File: src/rtl/sadc_pkg.sv
package sadc_pkg;
  localparam int RES_W        = 8;
  localparam int CMD_LEN      = 4;
  localparam int EDGE_W       = 5;
  localparam int FRAME_SHORT  = 12;
  localparam int FRAME_LONG   = 16;

  typedef enum logic [2:0] {
    ST_IDLE,
    ST_SETUP,
    ST_HIGH,
    ST_LOW,
    ST_GAP
  } sadc_state_e;

  function automatic logic [EDGE_W-1:0] frame_edges(input logic long_sel);
    return long_sel ? EDGE_W'(FRAME_LONG) : EDGE_W'(FRAME_SHORT);
  endfunction
endpackage

File: src/rtl/sadc_div.sv
module sadc_div #(
  parameter int HALF_DIV = 4
) (
  input  logic clk,
  input  logic rst_n,
  input  logic run,
  output logic tick
);
  localparam int CW = (HALF_DIV > 1) ? $clog2(HALF_DIV) : 1;
  localparam logic [CW-1:0] LAST = CW'(HALF_DIV - 1);

  logic [CW-1:0] cnt;

  assign tick = run && (cnt == LAST);

  always_ff @(posedge clk or negedge rst_n) begin
    if (!rst_n) begin
      cnt <= '0;
    end else if (!run || tick) begin
      cnt <= '0;
    end else begin
      cnt <= cnt + CW'(1);
    end
  end

  // phase counter never passes the half-period limit
  assert_div_range_R4: assert property (@(posedge clk) disable iff (!rst_n)
    cnt <= LAST);
  // an idle divider restarts from zero
  assert_div_restart_R4: assert property (@(posedge clk) disable iff (!rst_n)
    !run |=> cnt == '0);
endmodule

File: src/rtl/sadc_cmd.sv
module sadc_cmd
  import sadc_pkg::*;
(
  input  logic              long_sel,
  input  logic              single_sel,
  input  logic              odd_sel,
  input  logic [EDGE_W-1:0] idx,
  output logic              bit_out
);
  logic [CMD_LEN-1:0] word;

  // index 0 leads: start marker, mode, channel, filler
  assign word = {1'b0, odd_sel, single_sel, 1'b1};

  always_comb begin
    bit_out = 1'b0;
    if (long_sel && (idx < EDGE_W'(CMD_LEN))) begin
      bit_out = word[idx[$clog2(CMD_LEN)-1:0]];
    end
  end
endmodule

File: src/rtl/sadc_capture.sv
module sadc_capture #(
  parameter int W = 8
) (
  input  logic         clk,
  input  logic         rst_n,
  input  logic         shift_en,
  input  logic         bit_in,
  input  logic         load,
  input  logic         out_ready,
  output logic         out_valid,
  output logic [W-1:0] out_data
);
  logic [W-1:0] sr;

  always_ff @(posedge clk or negedge rst_n) begin
    if (!rst_n) begin
      sr        <= '0;
      out_valid <= 1'b0;
      out_data  <= '0;
    end else begin
      if (shift_en) begin
        sr <= {sr[W-2:0], bit_in};
      end
      if (load) begin
        out_data  <= sr;
        out_valid <= 1'b1;
      end else if (out_valid && out_ready) begin
        out_valid <= 1'b0;
      end
    end
  end

  // a waiting result is held untouched
  assert_hold_R9: assert property (@(posedge clk) disable iff (!rst_n)
    (out_valid && !out_ready) |=> (out_valid && $stable(out_data)));
  // no new result lands on an unaccepted one
  assert_no_overwrite_R9: assert property (@(posedge clk) disable iff (!rst_n)
    load |-> !out_valid);
  // no shifting once a frame has been closed
  assert_no_shift_load_R7: assert property (@(posedge clk) disable iff (!rst_n)
    load |-> !shift_en);
endmodule

File: src/rtl/sadc_reader.sv
module sadc_reader
  import sadc_pkg::*;
#(
  parameter int HALF_DIV     = 4,
  parameter int CS_SETUP_CYC = 2,
  parameter int CS_GAP_CYC   = 4
) (
  input  logic             clk,
  input  logic             rst_n,
  input  logic             start,
  input  logic             long_mode,
  input  logic             single_end,
  input  logic             odd_sel,
  output logic             busy,
  output logic             adc_cs_n,
  output logic             adc_sclk,
  output logic             adc_mosi,
  input  logic             adc_miso,
  output logic             res_valid,
  input  logic             res_ready,
  output logic [RES_W-1:0] res_data,
  output logic             done
);
  localparam int WMAX = (CS_SETUP_CYC > CS_GAP_CYC) ? CS_SETUP_CYC : CS_GAP_CYC;
  localparam int WW   = $clog2(WMAX + 1);
  localparam logic [WW-1:0] SETUP_LAST = WW'(CS_SETUP_CYC - 1);
  localparam logic [WW-1:0] GAP_LAST   = WW'(CS_GAP_CYC - 1);

  sadc_state_e       state;
  logic [WW-1:0]     wcnt;
  logic [EDGE_W-1:0] ecnt;
  logic              lmode_q, sgl_q, odd_q;
  logic              cs_n_q, sclk_q, mosi_q, done_q;

  logic              tick, run, pending, accept;
  logic              rise_now, last_fall;
  logic [EDGE_W-1:0] flen, first_data, enext;
  logic              cmd_long, cmd_sgl, cmd_odd, cmd_bit;
  logic [EDGE_W-1:0] cmd_idx;
  logic              shift_en;

  assign run        = (state == ST_HIGH) || (state == ST_LOW);
  assign pending    = res_valid && !res_ready;
  assign accept     = (state == ST_IDLE) && start && !pending;
  assign flen       = frame_edges(lmode_q);
  assign first_data = flen - EDGE_W'(RES_W - 1);
  assign enext      = ecnt + EDGE_W'(1);
  assign rise_now   = ((state == ST_SETUP) && (wcnt == SETUP_LAST)) ||
                      ((state == ST_LOW) && tick);
  assign last_fall  = (state == ST_HIGH) && tick && (ecnt == flen);
  assign shift_en   = rise_now && (enext >= first_data);

  assign cmd_long = (state == ST_IDLE) ? long_mode  : lmode_q;
  assign cmd_sgl  = (state == ST_IDLE) ? single_end : sgl_q;
  assign cmd_odd  = (state == ST_IDLE) ? odd_sel    : odd_q;
  assign cmd_idx  = (state == ST_IDLE) ? '0 : ecnt;

  sadc_div #(.HALF_DIV(HALF_DIV)) u_div (
    .clk  (clk),
    .rst_n(rst_n),
    .run  (run),
    .tick (tick)
  );

  sadc_cmd u_cmd (
    .long_sel  (cmd_long),
    .single_sel(cmd_sgl),
    .odd_sel   (cmd_odd),
    .idx       (cmd_idx),
    .bit_out   (cmd_bit)
  );

  sadc_capture #(.W(RES_W)) u_cap (
    .clk      (clk),
    .rst_n    (rst_n),
    .shift_en (shift_en),
    .bit_in   (adc_miso),
    .load     (last_fall),
    .out_ready(res_ready),
    .out_valid(res_valid),
    .out_data (res_data)
  );

  always_ff @(posedge clk or negedge rst_n) begin
    if (!rst_n) begin
      state   <= ST_IDLE;
      wcnt    <= '0;
      ecnt    <= '0;
      lmode_q <= 1'b0;
      sgl_q   <= 1'b0;
      odd_q   <= 1'b0;
      cs_n_q  <= 1'b1;
      sclk_q  <= 1'b0;
      mosi_q  <= 1'b0;
      done_q  <= 1'b0;
    end else begin
      done_q <= 1'b0;
      case (state)
        ST_IDLE: begin
          if (accept) begin
            lmode_q <= long_mode;
            sgl_q   <= single_end;
            odd_q   <= odd_sel;
            cs_n_q  <= 1'b0;
            mosi_q  <= cmd_bit;
            wcnt    <= '0;
            ecnt    <= '0;
            state   <= ST_SETUP;
          end
        end
        ST_SETUP: begin
          if (wcnt == SETUP_LAST) begin
            sclk_q <= 1'b1;
            ecnt   <= enext;
            state  <= ST_HIGH;
          end else begin
            wcnt <= wcnt + WW'(1);
          end
        end
        ST_HIGH: begin
          if (tick) begin
            sclk_q <= 1'b0;
            if (ecnt == flen) begin
              cs_n_q <= 1'b1;
              mosi_q <= 1'b0;
              done_q <= 1'b1;
              wcnt   <= '0;
              state  <= ST_GAP;
            end else begin
              mosi_q <= cmd_bit;
              state  <= ST_LOW;
            end
          end
        end
        ST_LOW: begin
          if (tick) begin
            sclk_q <= 1'b1;
            ecnt   <= enext;
            state  <= ST_HIGH;
          end
        end
        ST_GAP: begin
          if (wcnt == GAP_LAST) begin
            state <= ST_IDLE;
          end else begin
            wcnt <= wcnt + WW'(1);
          end
        end
        default: state <= ST_IDLE;
      endcase
    end
  end

  assign busy     = (state != ST_IDLE);
  assign adc_cs_n = cs_n_q;
  assign adc_sclk = sclk_q;
  assign adc_mosi = mosi_q;
  assign done     = done_q;

  // clock rests low while deselected
  assert_sclk_idle_R1: assert property (@(posedge clk) disable iff (!rst_n)
    adc_cs_n |-> !adc_sclk);
  // selection implies busy
  assert_busy_frame_R2: assert property (@(posedge clk) disable iff (!rst_n)
    !adc_cs_n |-> busy);
  // command line is steady through each high phase
  assert_mosi_hold_R6: assert property (@(posedge clk) disable iff (!rst_n)
    (adc_sclk && $past(adc_sclk)) |-> $stable(adc_mosi));
  // edge count never exceeds the frame length
  assert_edge_bound_R5: assert property (@(posedge clk) disable iff (!rst_n)
    ecnt <= flen);
  // the done pulse coincides with deselect
  assert_done_cs_R8: assert property (@(posedge clk) disable iff (!rst_n)
    done |-> (adc_cs_n && !$past(adc_cs_n) && res_valid));
  // done lasts one cycle
  assert_done_pulse_R12: assert property (@(posedge clk) disable iff (!rst_n)
    done |=> !done);
  // a request while busy does not restart the frame
  assert_ignore_busy_R10: assert property (@(posedge clk) disable iff (!rst_n)
    (busy && !adc_cs_n) |=> (!adc_cs_n || done));
endmodule

File: config.mk
export PLATFORM = sky130hd
export DESIGN_NAME = sadc_reader
export DESIGN_NICKNAME = d
export VERILOG_FILES = /design/src/rtl/sadc_pkg.sv /design/src/rtl/sadc_div.sv /design/src/rtl/sadc_cmd.sv /design/src/rtl/sadc_capture.sv /design/src/rtl/sadc_reader.sv
export SDC_FILE = /design/constraint.sdc
export NUM_CORES = 1
export LEC_CHECK = 0
export BUFFER_PORTS_ARGS = -buffer_cell sky130_fd_sc_hd__buf_2
export CORE_ASPECT_RATIO = 0.9
export CORE_MARGIN = 5
export CORE_UTILIZATION = 45
export DETAILED_ROUTE_END_ITERATION = 10
export HOLD_SLACK_MARGIN = 0.02
export MAX_ROUTING_LAYER = met4
export REMOVE_ABC_BUFFERS = 1
export SLEW_MARGIN = 5
export SYNTH_ARGS = -nofsm -noshare
export SYNTH_HDL_FRONTEND = slang
export SYNTH_SLANG_ARGS = --single-unit
File: constraint.sdc
create_clock -name clk -period 2.85 [get_ports clk]
set_clock_uncertainty 0.05 [all_clocks]
set_input_delay 0.1425 -clock clk [delete_from_list [all_inputs] [get_ports clk]]
set_output_delay 0.1425 -clock clk [all_outputs]
set_load 0.005 [all_outputs]
# Word-level counts from Yosys, hierarchy flattened
# Index checks and enable logic that the tools add are counted.
[word_totals]
output_inout_bits = 14
ff_bits = 37
[classes]
n_addsub = 4
order_cmp = 3
n_reduce_logical = 31
n_mux = 43
eq_ne = 16
[ops]
columns = ["operator", "n"]
rows = [
  ["$mux 3", 11],
  ["$mux 5", 5],
  ["$mux 1", 19],
  ["$pmux 3 s5", 1],
  ["$pmux 5 s3", 1],
  ["$ne 2x2->1 const B", 6],
  ["$pmux 3 s4", 1],
  ["$reduce_and 4->1", 3],
  ["$logic_and 1x1->1", 11],
  ["$eq 3x2->1 const B", 3],
  ["$reduce_bool 3->1", 3],
  ["$eq 3x1->1 const B", 2],
  ["$reduce_and 6->1", 1],
  ["$add 5x1->5 const B", 1],
  ["$eq 5x5->1", 1],
  ["$ge 5x5->1", 1],
  ["$lt 5x3->1 const B", 1],
  ["$reduce_and 5->1", 1],
  ["$sub 5x3->5 const B", 1],
  ["$ne 2x1->1 const B", 2],
  ["$pmux 1 s2", 2],
  ["$reduce_bool 2->1", 2],
  ["$reduce_bool 4->1", 1],
  ["$add 3x1->3 const B", 1],
  ["other kinds (12)", 16],
]

# Depth between registers and ports, before layout
[depth]
depth_word = 8
mapped_depth = 8

# Hierarchy
# A second synthesis with hierarchy kept.
[hier_totals]
hier_cells = 162
hier_area_um2 = 1951.9
[modules_own_cells]
columns = ["module", "seq_area_each_um2", "area_each_um2", "instances", "cells_each"]
rows = [
  ["sadc_reader", 451.7, 1124.8, 1, 115],
  ["sadc_capture", 425.4, 700.7, 1, 37],
  ["sadc_div", 50.0, 91.3, 1, 6],
  ["sadc_cmd", 0.0, 35.0, 1, 4],
]

# Least setup slack after synthesis
# Ideal clock, no wire load.
[synth_timing]
path_type = "register to register"
startpoint = "register ecnt[0]"
endpoint = "register u_cap.sr[0]"
setup_slack_ps = 619
t_arrival_ps = 2057
required_time_ps = 2675
setup_ps = 125
stages_incl_launch_ff = 8
n_path_buf = 0
period_less_slack_ps = 2231
cell_sequence = "dfrtp_1 -> ha_1 -> xor2_1 -> ha_1 -> or4b_1 -> a21oi_2 -> a21oi_4 -> mux2_2"
[synth_via]
elab_chain_cells = 3
[synth_rtl]
columns = ["element", "line", "rtl"]
rows = [
  ["from (decl)", "sadc_reader.sv:31", "logic [EDGE_W-1:0] ecnt;"],
  ["from (signal assigned)", "sadc_reader.sv:114", "ecnt <= enext;"],
  ["from (signal assigned)", "sadc_reader.sv:138", "ecnt <= enext;"],
  ["$add 5x1->5", "sadc_reader.sv:47", "assign enext = ecnt + EDGE_W'(1);"],
  ["$ge 5x5->1", "sadc_reader.sv:51", "assign shift_en = rise_now && (enext >= first_data);"],
  ["$logic_and 1x1->1", "sadc_reader.sv:51", ""],
  ["to (signal assigned)", "sadc_capture.sv:22", "sr <= {sr[W-2:0], bit_in};"],
  ["to (decl)", "sadc_capture.sv:13", "logic [W-1:0] sr;"],
]
# Every way passes these cells.
# A chain may end at the register's enable or synchronous reset.

# Final worst setup path
[layout_timing]
startpoint = "register ecnt[0]"
endpoint = "register u_cap.sr[1]"
# Same word-level chain as after synthesis.

==> metrics.txt <==
Hold Vio Cnt, Final 0; drt total wl approximately 3500 um; register bit total from synthesis 37; CP endpoint kind flip-flop; CTS tree built; initial drt markers 108; Via density 5.50; Vias 1260; Final Max Tran Viols 0; vias in the first global route 1297; Final GP Congestion ~0.75; actual slew at the worst max-slew pin 790 ps; # Max-Cap Violations 0; Worst Hold Class primary input to flip-flop; P&R area growth vs syn 14.5%; largest net degree at the start of global routing 38; Worst-Skew Late Latency 290 ps; Final Power 1010 uW; Leak 0.00105 uW; # rows 22; reg2reg setup slack 460 ps; top cell type's share of synthesized area 0.490; ANT cells 0; Pwr per Cell Area 479 nW/um^2; Post-synth EDFFs 0; clock network power share 0.455; clock buffer depth 2; initial antenna violation count 0; core area 4020 sq um; status complete, no violations; DRT antenna net count 0; first-pass GRT wire length between 6000 and 7000 um; Die W 77.4 um; Seq/Total Area, Yosys 0.504; gr ovfl total 0; Distinct cells, synth 47; TNS Setup 0 ps; HPWL after DPL 2540 um; fin nets 196; Netlist Area Pre-Place 1840 sq um; Worst-path clk slew 80 ps; Mapped Cells around 160; # hold bufs at CTS 1; top achievable clock speed 0.419 GHz; Num CTS Buffers 5; critical path arrival 2510 ps; VDD IR max 306 uV; Finish-stage setup viols 0; sequential power share 0.526; Max FO, Critical Path 8; critical path class flip-flop to flip-flop; Required @ worst endpoint 2970 ps; nature of the critical path startpoint flip-flop; H-tree depth 2; Most used DFF post-synth dfrtp_1; Initial Utilization 0.457; Clock Sinks 37; sw power ~210 uW; Avg Cell Area, Syn 11.9 sq um; post-cts sizing count 0; global-route usage over all layers 0.147; cell taking the most area after synthesis dfrtp_1; # DRC 0; RSZ-0062 raised after global routing false; Ys Warns 0; post-layout min period 2390 ps; Int Power 796 uW; I/O Buffers 21; switching share of power 0.210; relative slew slack 0.474; CTS root buffer clkbuf_8; Die Area about 5500 sq um; layout cell share with drive strength beyond 1 0.315; drt pass-1 iters 4; Logic pwr share 0.019; Synth area leaders dfrtp_1, mux2_2, ha_1; post-CTS setup buffer count 0; ys async rst share 1.00; die height 70.6 um; IO Pins 22; Filler Cells Inserted 380; average wire per cell in the routed design 15.3 um; Final period util 0.837
-- metrics by stage --
step	setup WS [ps]	hold slack [ps]	instance area, sq um	util	instances
2_1_floorplan	617	-203	1800	-	149
3_3_place_gp	545	224	1980	0.493	220
3_5_place_dp	482	230	1980	0.493	220
4_1_cts	462	24.4	2100	0.524	229
5_1_grt	387	33.4	2100	0.524	229
6_report	464	34.4	2100	0.524	229
-- per-layer routing --
layer | wire (um) | GRT usage | share of wire | up-vias
met1 | 1670 | 0.191 | 0.48 | 629
met5 | 0 | - | 0 | -
met4 | 44 | 0.0458 | 0.013 | 0
met3 | 133 | 0.0433 | 0.038 | 5
met2 | 1660 | 0.222 | 0.47 | 20
li1 | - | - | - | 606
-- final cells by class --
class                      instances  area (sq um)  share of cell area
timing repair buffer              24           130              0.0618
tap                               48          60.1              0.0285
inverter                           8          30.0              0.0143
multi-input combinational        104           842               0.400
sequential                        37           927               0.441
clock inverter                     3          46.3              0.0220
clock buffer                       5          68.8              0.0327
-- sequential cells by signal, summed over array words and instances (netlist names) --
register	flops
ecnt	5
sgl_q	1
adc_cs_n	1
u_div.cnt	2
state	3
adc_mosi	1
wcnt	3
u_cap.out_data	8
odd_q	1
u_cap.sr	8
adc_sclk	1
u_cap.out_valid	1
lmode_q	1
done	1
-- power groups by stage --
| stage | logic (uW) | clock network (uW) | registers, uW |
|---|---|---|---|
| after floorplan | 3.02 | 0 | 539 |
| after global placement | 18.5 | 0 | 540 |
| after detailed placement | 19.1 | 0 | 540 |
| after CTS | 20.3 | 472 | 530 |
| after global routing | 23.1 | 499 | 530 |
| final | 19.0 | 459 | 530 |
-- synthesized netlist by cell type, types with 2 or more instances --
master	instances
nor2_1	2
o21ai_0	9
nand3_1	5
dfrtp_1	36
mux2_2	19
nor3_1	2
clkbuf_1	3
o21a_1	4
nor2b_1	4
ha_1	8
xnor2_1	2
or3_1	2
a21oi_1	4
nand2_1	9
o211ai_1	2
buf_6	2
nand2b_1	3
or3b_1	2
o32ai_1	2
inv_1	8
-- kinds of logic after synthesis --
| family | Yosys count | synth area share |
|---|---|---|
| adder cells (fa/ha/maj) | 8 | 0.0545 |
| XOR/XNOR | 3 | 0.0143 |
| flip-flops | 37 | 0.504 |
| AO/OA/AOI/OAI | 31 | 0.118 |
| AND/OR/NAND/NOR | 41 | 0.141 |
| buffers and inverters | 14 | 0.0374 |
| multiplexers | 21 | 0.130 |
-- critical path: stages, from the launching register on --
cell,delay [ps]
dfrtp_1,450
ha_1,290
xor2_1,160
ha_1,210
or4b_1,520
a21oi_2,190
a21oi_4,120
mux2_2,300
-- layout by cell type (no fill, tap or decap), types with 2 or more instances in the layout --
master    instances
mux2_2           19
nand2_1           9
o21a_1            4
buf_4             2
o21ai_0           9
nand2b_1          3
dfrtp_1          36
nor2b_1           4
nor3_1            2
nor2_1            2
ha_1              8
or3_1             2
buf_2            21
o211ai_1          2
nand3_1           5
or3b_1            2
o32ai_1           2
inv_1             8
a21oi_1           4
xnor2_1           2
clkbuf_8          5
-- worst paths after layout --
kind,start,endpoint,cells after the start
max,ecnt[0]$_DFFE_PN0P_,u_cap.sr[1]$_DFFE_PN0P_,7
min,odd_sel,odd_q$_DFFE_PN0P_,2
max reg2reg,ecnt[0]$_DFFE_PN0P_,u_cap.sr[1]$_DFFE_PN0P_,7
min reg2reg,u_div.cnt[0]$_DFF_PN0_,u_div.cnt[0]$_DFF_PN0_,1
max in group asynchronous,rst_n,ecnt[2]$_DFFE_PN0P_,2
min in group asynchronous,rst_n,ecnt[4]$_DFFE_PN0P_,2
Note: power is estimated with default switching activity, not from simulation.
